**config.mk**
```make
export PLATFORM = sky130hd
export DESIGN_NAME = hdlc_fcs_check
export DESIGN_NICKNAME = d
export VERILOG_FILES = /design/src/rtl/hdlc_fcs_pkg.sv /design/src/rtl/hdlc_fcs_ctrl.sv /design/src/rtl/hdlc_fcs_datapath.sv /design/src/rtl/hdlc_fcs_check.sv
export SDC_FILE = /design/constraint.sdc
export NUM_CORES = 1
export LEC_CHECK = 0
export ABC_AREA = 1
export BUFFER_PORTS_ARGS = -buffer_cell sky130_fd_sc_hd__buf_2
export CAP_MARGIN = 25
export CORE_MARGIN = 3
export CORE_UTILIZATION = 30
export DETAILED_ROUTE_END_ITERATION = 6
export HOLD_SLACK_MARGIN = 0.08
export SYNTH_ARGS = -nofsm -noshare
export SYNTH_HDL_FRONTEND = slang
export SYNTH_HIERARCHICAL = 1
export SYNTH_SLANG_ARGS = --single-unit
```
**constraint.sdc**
```tcl
create_clock -name clk -period 3.5 [get_ports clk]
set_input_delay 0.7 -clock clk [delete_from_list [all_inputs] [get_ports clk]]
set_output_delay 0.7 -clock clk [all_outputs]
set_load 0.1 [all_outputs]
```
**src/rtl/hdlc_fcs_pkg.sv**
```systemverilog
package hdlc_fcs_pkg;
  localparam int BYTE_W = 8;
  localparam logic [15:0] POLY16 = 16'h8408;
  localparam logic [31:0] POLY32 = 32'hEDB88320;
  localparam logic [15:0] RES16 = 16'hF0B8;
  localparam logic [31:0] RES32 = 32'hDEBB20E3;
  localparam int ST_CRC_OK = 0;
  localparam int ST_VALID = 1;

  typedef struct packed {
    logic       crcInit;
    logic       crcStep;
    logic       push;
    logic       emitDirect;
    logic       emitHeld;
    logic       emitStatus;
    logic       wide;
    logic [2:0] holdDepth;
    logic       frameValid;
    logic       checkOn;
  } fcsStrobe_t;

  function automatic logic [15:0] crc16Step(input logic [15:0] c, input logic [BYTE_W-1:0] d);
    logic [15:0] r;
    r = c;
    for (int i = 0; i < BYTE_W; i++)
      r = (r[0] ^ d[i]) ? ((r >> 1) ^ POLY16) : (r >> 1);
    return r;
  endfunction

  function automatic logic [31:0] crc32Step(input logic [31:0] c, input logic [BYTE_W-1:0] d);
    logic [31:0] r;
    r = c;
    for (int i = 0; i < BYTE_W; i++)
      r = (r[0] ^ d[i]) ? ((r >> 1) ^ POLY32) : (r >> 1);
    return r;
  endfunction
endpackage

```
**src/rtl/hdlc_fcs_ctrl.sv**
```systemverilog
module hdlc_fcs_ctrl
  import hdlc_fcs_pkg::*;
#(
  parameter int CNT_W = 16
) (
  input  logic       clk,
  input  logic       rstN,
  input  logic       inValid,
  input  logic       frameStart,
  input  logic       frameEnd,
  input  logic       crc32Sel,
  input  logic       fcsForward,
  input  logic       checkDisable,
  output fcsStrobe_t strb
);
  localparam int PAD_W = CNT_W - 3;

  logic inFrame;
  logic wideQ, fwdQ, disQ;
  logic [CNT_W-1:0] byteCount;

  logic startByte, byteIn;
  logic wideEff, fwdEff, disEff;
  logic [2:0] fcsLen, holdDepth;
  logic [CNT_W-1:0] cntBefore;

  assign startByte = inValid && frameStart;
  assign byteIn    = inValid && (frameStart || inFrame);
  assign wideEff   = startByte ? crc32Sel     : wideQ;
  assign fwdEff    = startByte ? fcsForward   : fwdQ;
  assign disEff    = startByte ? checkDisable : disQ;
  assign fcsLen    = disEff ? 3'd0 : (wideEff ? 3'd4 : 3'd2);
  assign holdDepth = fwdEff ? 3'd0 : fcsLen;
  assign cntBefore = startByte ? '0 : byteCount;

  always_ff @(posedge clk) begin
    if (!rstN) begin
      inFrame   <= 1'b0;
      wideQ     <= 1'b0;
      fwdQ      <= 1'b0;
      disQ      <= 1'b0;
      byteCount <= '0;
    end else begin
      if (startByte) begin
        inFrame <= 1'b1;
        wideQ   <= crc32Sel;
        fwdQ    <= fcsForward;
        disQ    <= checkDisable;
      end else if (frameEnd) begin
        inFrame <= 1'b0;
      end
      if (byteIn && cntBefore != '1)
        byteCount <= cntBefore + 1'b1;
    end
  end

  always_comb begin
    strb            = '0;
    strb.crcInit    = startByte;
    strb.crcStep    = byteIn;
    strb.push       = byteIn;
    strb.emitDirect = byteIn && (holdDepth == 3'd0);
    strb.emitHeld   = byteIn && (holdDepth != 3'd0) &&
                      (cntBefore >= {{PAD_W{1'b0}}, holdDepth});
    strb.emitStatus = frameEnd && inFrame && !startByte;
    strb.wide       = wideEff;
    strb.holdDepth  = holdDepth;
    strb.checkOn    = !disEff;
    strb.frameValid = disEff ? (byteCount != '0)
                             : (byteCount > {{PAD_W{1'b0}}, fcsLen});
  end
endmodule

```
**src/rtl/hdlc_fcs_datapath.sv**
```systemverilog
module hdlc_fcs_datapath
  import hdlc_fcs_pkg::*;
#(
  parameter int MAX_HOLD = 4
) (
  input  logic              clk,
  input  logic              rstN,
  input  logic [BYTE_W-1:0] inData,
  input  fcsStrobe_t        strb,
  output logic              outValid,
  output logic [BYTE_W-1:0] outData,
  output logic              outStatus
);
  logic [BYTE_W-1:0] hold [MAX_HOLD];
  logic [15:0] crc16Q;
  logic [31:0] crc32Q;
  logic [BYTE_W-1:0] heldByte, statusByte;
  logic crcOk;

  for (genvar g = 0; g < MAX_HOLD; g++) begin : g_hold
    if (g == 0) begin : g_head
      always_ff @(posedge clk)
        if (strb.push) hold[g] <= inData;
    end else begin : g_tail
      always_ff @(posedge clk)
        if (strb.push) hold[g] <= hold[g-1];
    end
  end

  always_ff @(posedge clk) begin
    if (!rstN) begin
      crc16Q <= '1;
      crc32Q <= '1;
    end else if (strb.crcStep) begin
      crc16Q <= crc16Step(strb.crcInit ? 16'hFFFF : crc16Q, inData);
      crc32Q <= crc32Step(strb.crcInit ? 32'hFFFFFFFF : crc32Q, inData);
    end
  end

  assign heldByte = (strb.holdDepth == 3'd4) ? hold[3] : hold[1];
  assign crcOk    = strb.checkOn && (strb.wide ? (crc32Q == RES32) : (crc16Q == RES16));

  always_comb begin
    statusByte           = '0;
    statusByte[ST_CRC_OK] = crcOk;
    statusByte[ST_VALID]  = strb.frameValid;
  end

  always_ff @(posedge clk) begin
    if (!rstN) begin
      outValid  <= 1'b0;
      outData   <= '0;
      outStatus <= 1'b0;
    end else begin
      outValid  <= strb.emitDirect || strb.emitHeld || strb.emitStatus;
      outStatus <= strb.emitStatus;
      if (strb.emitStatus)    outData <= statusByte;
      else if (strb.emitHeld) outData <= heldByte;
      else if (strb.emitDirect) outData <= inData;
    end
  end
endmodule

```
**src/rtl/hdlc_fcs_check.sv**
```systemverilog
module hdlc_fcs_check
  import hdlc_fcs_pkg::*;
#(
  parameter int CNT_W    = 16,
  parameter int MAX_HOLD = 4
) (
  input  logic       clk,
  input  logic       rstN,
  input  logic       inValid,
  input  logic [7:0] inData,
  input  logic       frameStart,
  input  logic       frameEnd,
  input  logic       crc32Sel,
  input  logic       fcsForward,
  input  logic       checkDisable,
  output logic       outValid,
  output logic [7:0] outData,
  output logic       outStatus
);
  fcsStrobe_t strb;

  hdlc_fcs_ctrl #(.CNT_W(CNT_W)) u_ctrl (
    .clk(clk), .rstN(rstN), .inValid(inValid), .frameStart(frameStart),
    .frameEnd(frameEnd), .crc32Sel(crc32Sel), .fcsForward(fcsForward),
    .checkDisable(checkDisable), .strb(strb)
  );

  hdlc_fcs_datapath #(.MAX_HOLD(MAX_HOLD)) u_dp (
    .clk(clk), .rstN(rstN), .inData(inData), .strb(strb),
    .outValid(outValid), .outData(outData), .outStatus(outStatus)
  );
endmodule

```
==> results.yml <==
status:
  status: "finished, final reports clean"
final_layout:
  fin_nets: 870
  area_growth_pct: 10.3
  drive_gt1_share_pct: 13.1
  multi_input_comb_area_mm2: 0.00335
  post-route-util_pct: 34.2
  n_antenna_cell: 0
  regArea_mm2: 0.00252
  finish.instance_area_mm2: 0.00700
  fillers: 2130
critical_path:
  crit_start: "inValid"
  cp_max_fo: 8
  worstSetupStartpointType: "input pin"
  crit_arrival_ps: 3190
  critPathRequiredTime_ps: 3750
  path_class: "input pin to register"
  timing.rr.start: "u_ctrl/wideQ$_SDFF_PN0_"
  cp-end-kind: "register"
floorplanning:
  die_h_um: 151
  core_area_mm2: 0.0205
  fp.dieArea_mm2: 0.0229
  die_w_um: 151
  fp-row-count: 52
  initial_core_util_pct: 31.0
  boundaryPins: 26
yosys:
  synth.avg_cell_area_um2: 7.57
  syn-num-nets: 860
  synthArstFlopShare_pct: 0
  synth_largest_area_cell: "dfxtp_1"
  synth_area_leaders: "dfxtp_1 25%, edfxtp_1 15%, nand2_1 11%"
  synth.distinct_cells: 43
  yosys_register_bits: 110
  ys.flop_type: "dfxtp_1"
  synthMostInstantiatedCell: "nand2_1"
  synth_edf_count: 32
  synth_cells: 839
  ys_top_cells_by_count: "193 x nand2_1, 108 x nor2_1, 78 x dfxtp_1"
  seq_area_frac_synth_pct: 39.7
  netlist.area_leader.share_pct: 24.6
  netlist_area_mm2: 0.00635
  ys.warnings.count: 6
sta:
  fin_worst_skew_ps: 12.9
  hold_ws_ps: 421
  min_period_ps: 2940
  max_freq_mhz: 340
  max_slew_margin_pct: 56.1
  slew_viol_final: 0
  period_share_pct: 84.1
  tightest_slew_ps: 655
  fin_setup_tns_ps: 0
  hold_viol: 0
  setup_viol: 0
  rsz0062_at_grt: "false"
grt:
  first_global_vias: 4890
  grt_use_met3_pct: 2.02
  top_usage_layer: "met2"
  grt-ovfl-total: 0
  grt_max_degree: 75
  grt.total_usage_pct: 14.1
  met2_usage_pct: 21.6
  grt_pass1_wl_um: 25500
  use_met1_pct: 19.8
  antenna_found_initial: 0
clock_tree:
  post_cts_buffers: 0
  root_buffer: "clkbuf_16"
  path_clk_slew_ps: 80
  clkSinkCount: 110
  cts.repair.resized: 0
  numCtsBuffers: 9
  clk_latency_ps: 360
  cts_buffer_depth: 2
  htree_levels: 3
  cts.hold.buffers_added: 0
  cts_tree: "yes"
pwr:
  vdd_drop_max_v: 0.000241
  p_per_area_mw_per_mm2: 486
  p_leak_nw: 2.97
placed_design:
  detailed_place_hpwl_um: 11100
  numPortBuffers: 25
  place_area_mm2: 0.00669
  gp_congestion: 0.863
min_path:
  hold_path.class: "register to register"
  hp-start: "u_dp/hold[0][1]$_DFFE_PP_"
job:
  drv_cap: 0
routing:
  antenna_left: 0
  dr.pass1.iters: 5
  vias_per_cell: 4.73
  avgRoutedWirePerCell_um: 14.0
  wirelength_um: 15700
  drt_iter0_drc: 378
  vias: 5321
  route.detailed.drc: 0
[layout make-up]
cell class / instances / area share [%]
clock buffer: 9 / 3.22
clock inverter: 7 / 1.22
inverter: 72 / 3.90
multi-input combinational: 624 / 47.9
sequential: 110 / 36.0
tap: 270 / 4.83
timing repair buffer: 32 / 2.90
[worst paths after layout]
check                                                     to  slack (ps)  depth (start not counted)
worst max-delay path            u_dp/outData[1]$_SDFFE_PN0P_         560                         20
worst min-delay path               u_dp/hold[1][1]$_DFFE_PP_         420                          0
worst max register to register  u_dp/outData[1]$_SDFFE_PN0P_         890                         17
worst min register to register     u_dp/hold[1][1]$_DFFE_PP_         420                          0
[metal layers]
layer / share of wire, % / wire length, um
met1: 49 / 7760
met2: 44 / 6910
met3: 4.3 / 682
met4: 2.5 / 386
met5: 0 / 0
[worst max-delay path: stages]
cell     delay (ps)
buf_2           110
nand2_2         120
inv_2            70
or2_2           270
o21ai_0         110
inv_1           170
nor3_1          280
ha_1            270
nand2_1          70
nand2_1          50
nand2_1          50
nand3_1          70
nand2_1          60
inv_1            80
nor2_1          110
inv_1           130
nor2_1          190
inv_1            70
o21ai_0         150
a21oi_1          60
[stage by stage]
stage / instances / power (mW) / setup WS, ps
5_1_grt: 1124 / 3.59 / 129
3_5_place_dp: 1108 / 2.37 / 217
4_1_cts: 1124 / 3.44 / 595
3_3_place_gp: 1108 / 2.37 / 283
2_1_floorplan: 839 / 2.18 / 537
6_report: 1124 / 3.40 / 555
[flip-flops by register name, indices dropped and copies added (netlist names), 8 cells and up]
name,cells
u_ctrl/byteCount,16
u_dp/hold,32
u_dp/crc16Q,16
u_dp/outData,8
u_dp/crc32Q,32
[kinds of logic after synthesis]
group | synth area share (%)
flops | 39.7
compound gates | 12.8
other cells | 0.0591
buf+inv | 7.43
simple gates | 28.4
fa+ha+maj | 0.986
xor+xnor | 10.6
[report_power, final]
group          total, mW  internal [mW]  switching [mW]
Clock               1.05          0.511           0.540
Sequential          1.48           1.41          0.0744
Combinational      0.867          0.277           0.590
Total               3.40           2.20            1.20
[placed cells by master, fill, tap and decap left out, drive strengths merged, types with 9 or more instances in the layout]
master	netlist	routed
nand2	209	209
nor2	126	126
dfxtp	78	78
inv	70	71
o21ai	68	68
a21oi	54	54
xor2	42	42
nand3	38	38
edfxtp	32	32
buf	18	32
xnor2	20	20
o211ai	14	14
nand4	10	10
clkbuf	15	9
nor3	9	9
Power figures use the tool's default switching activity.
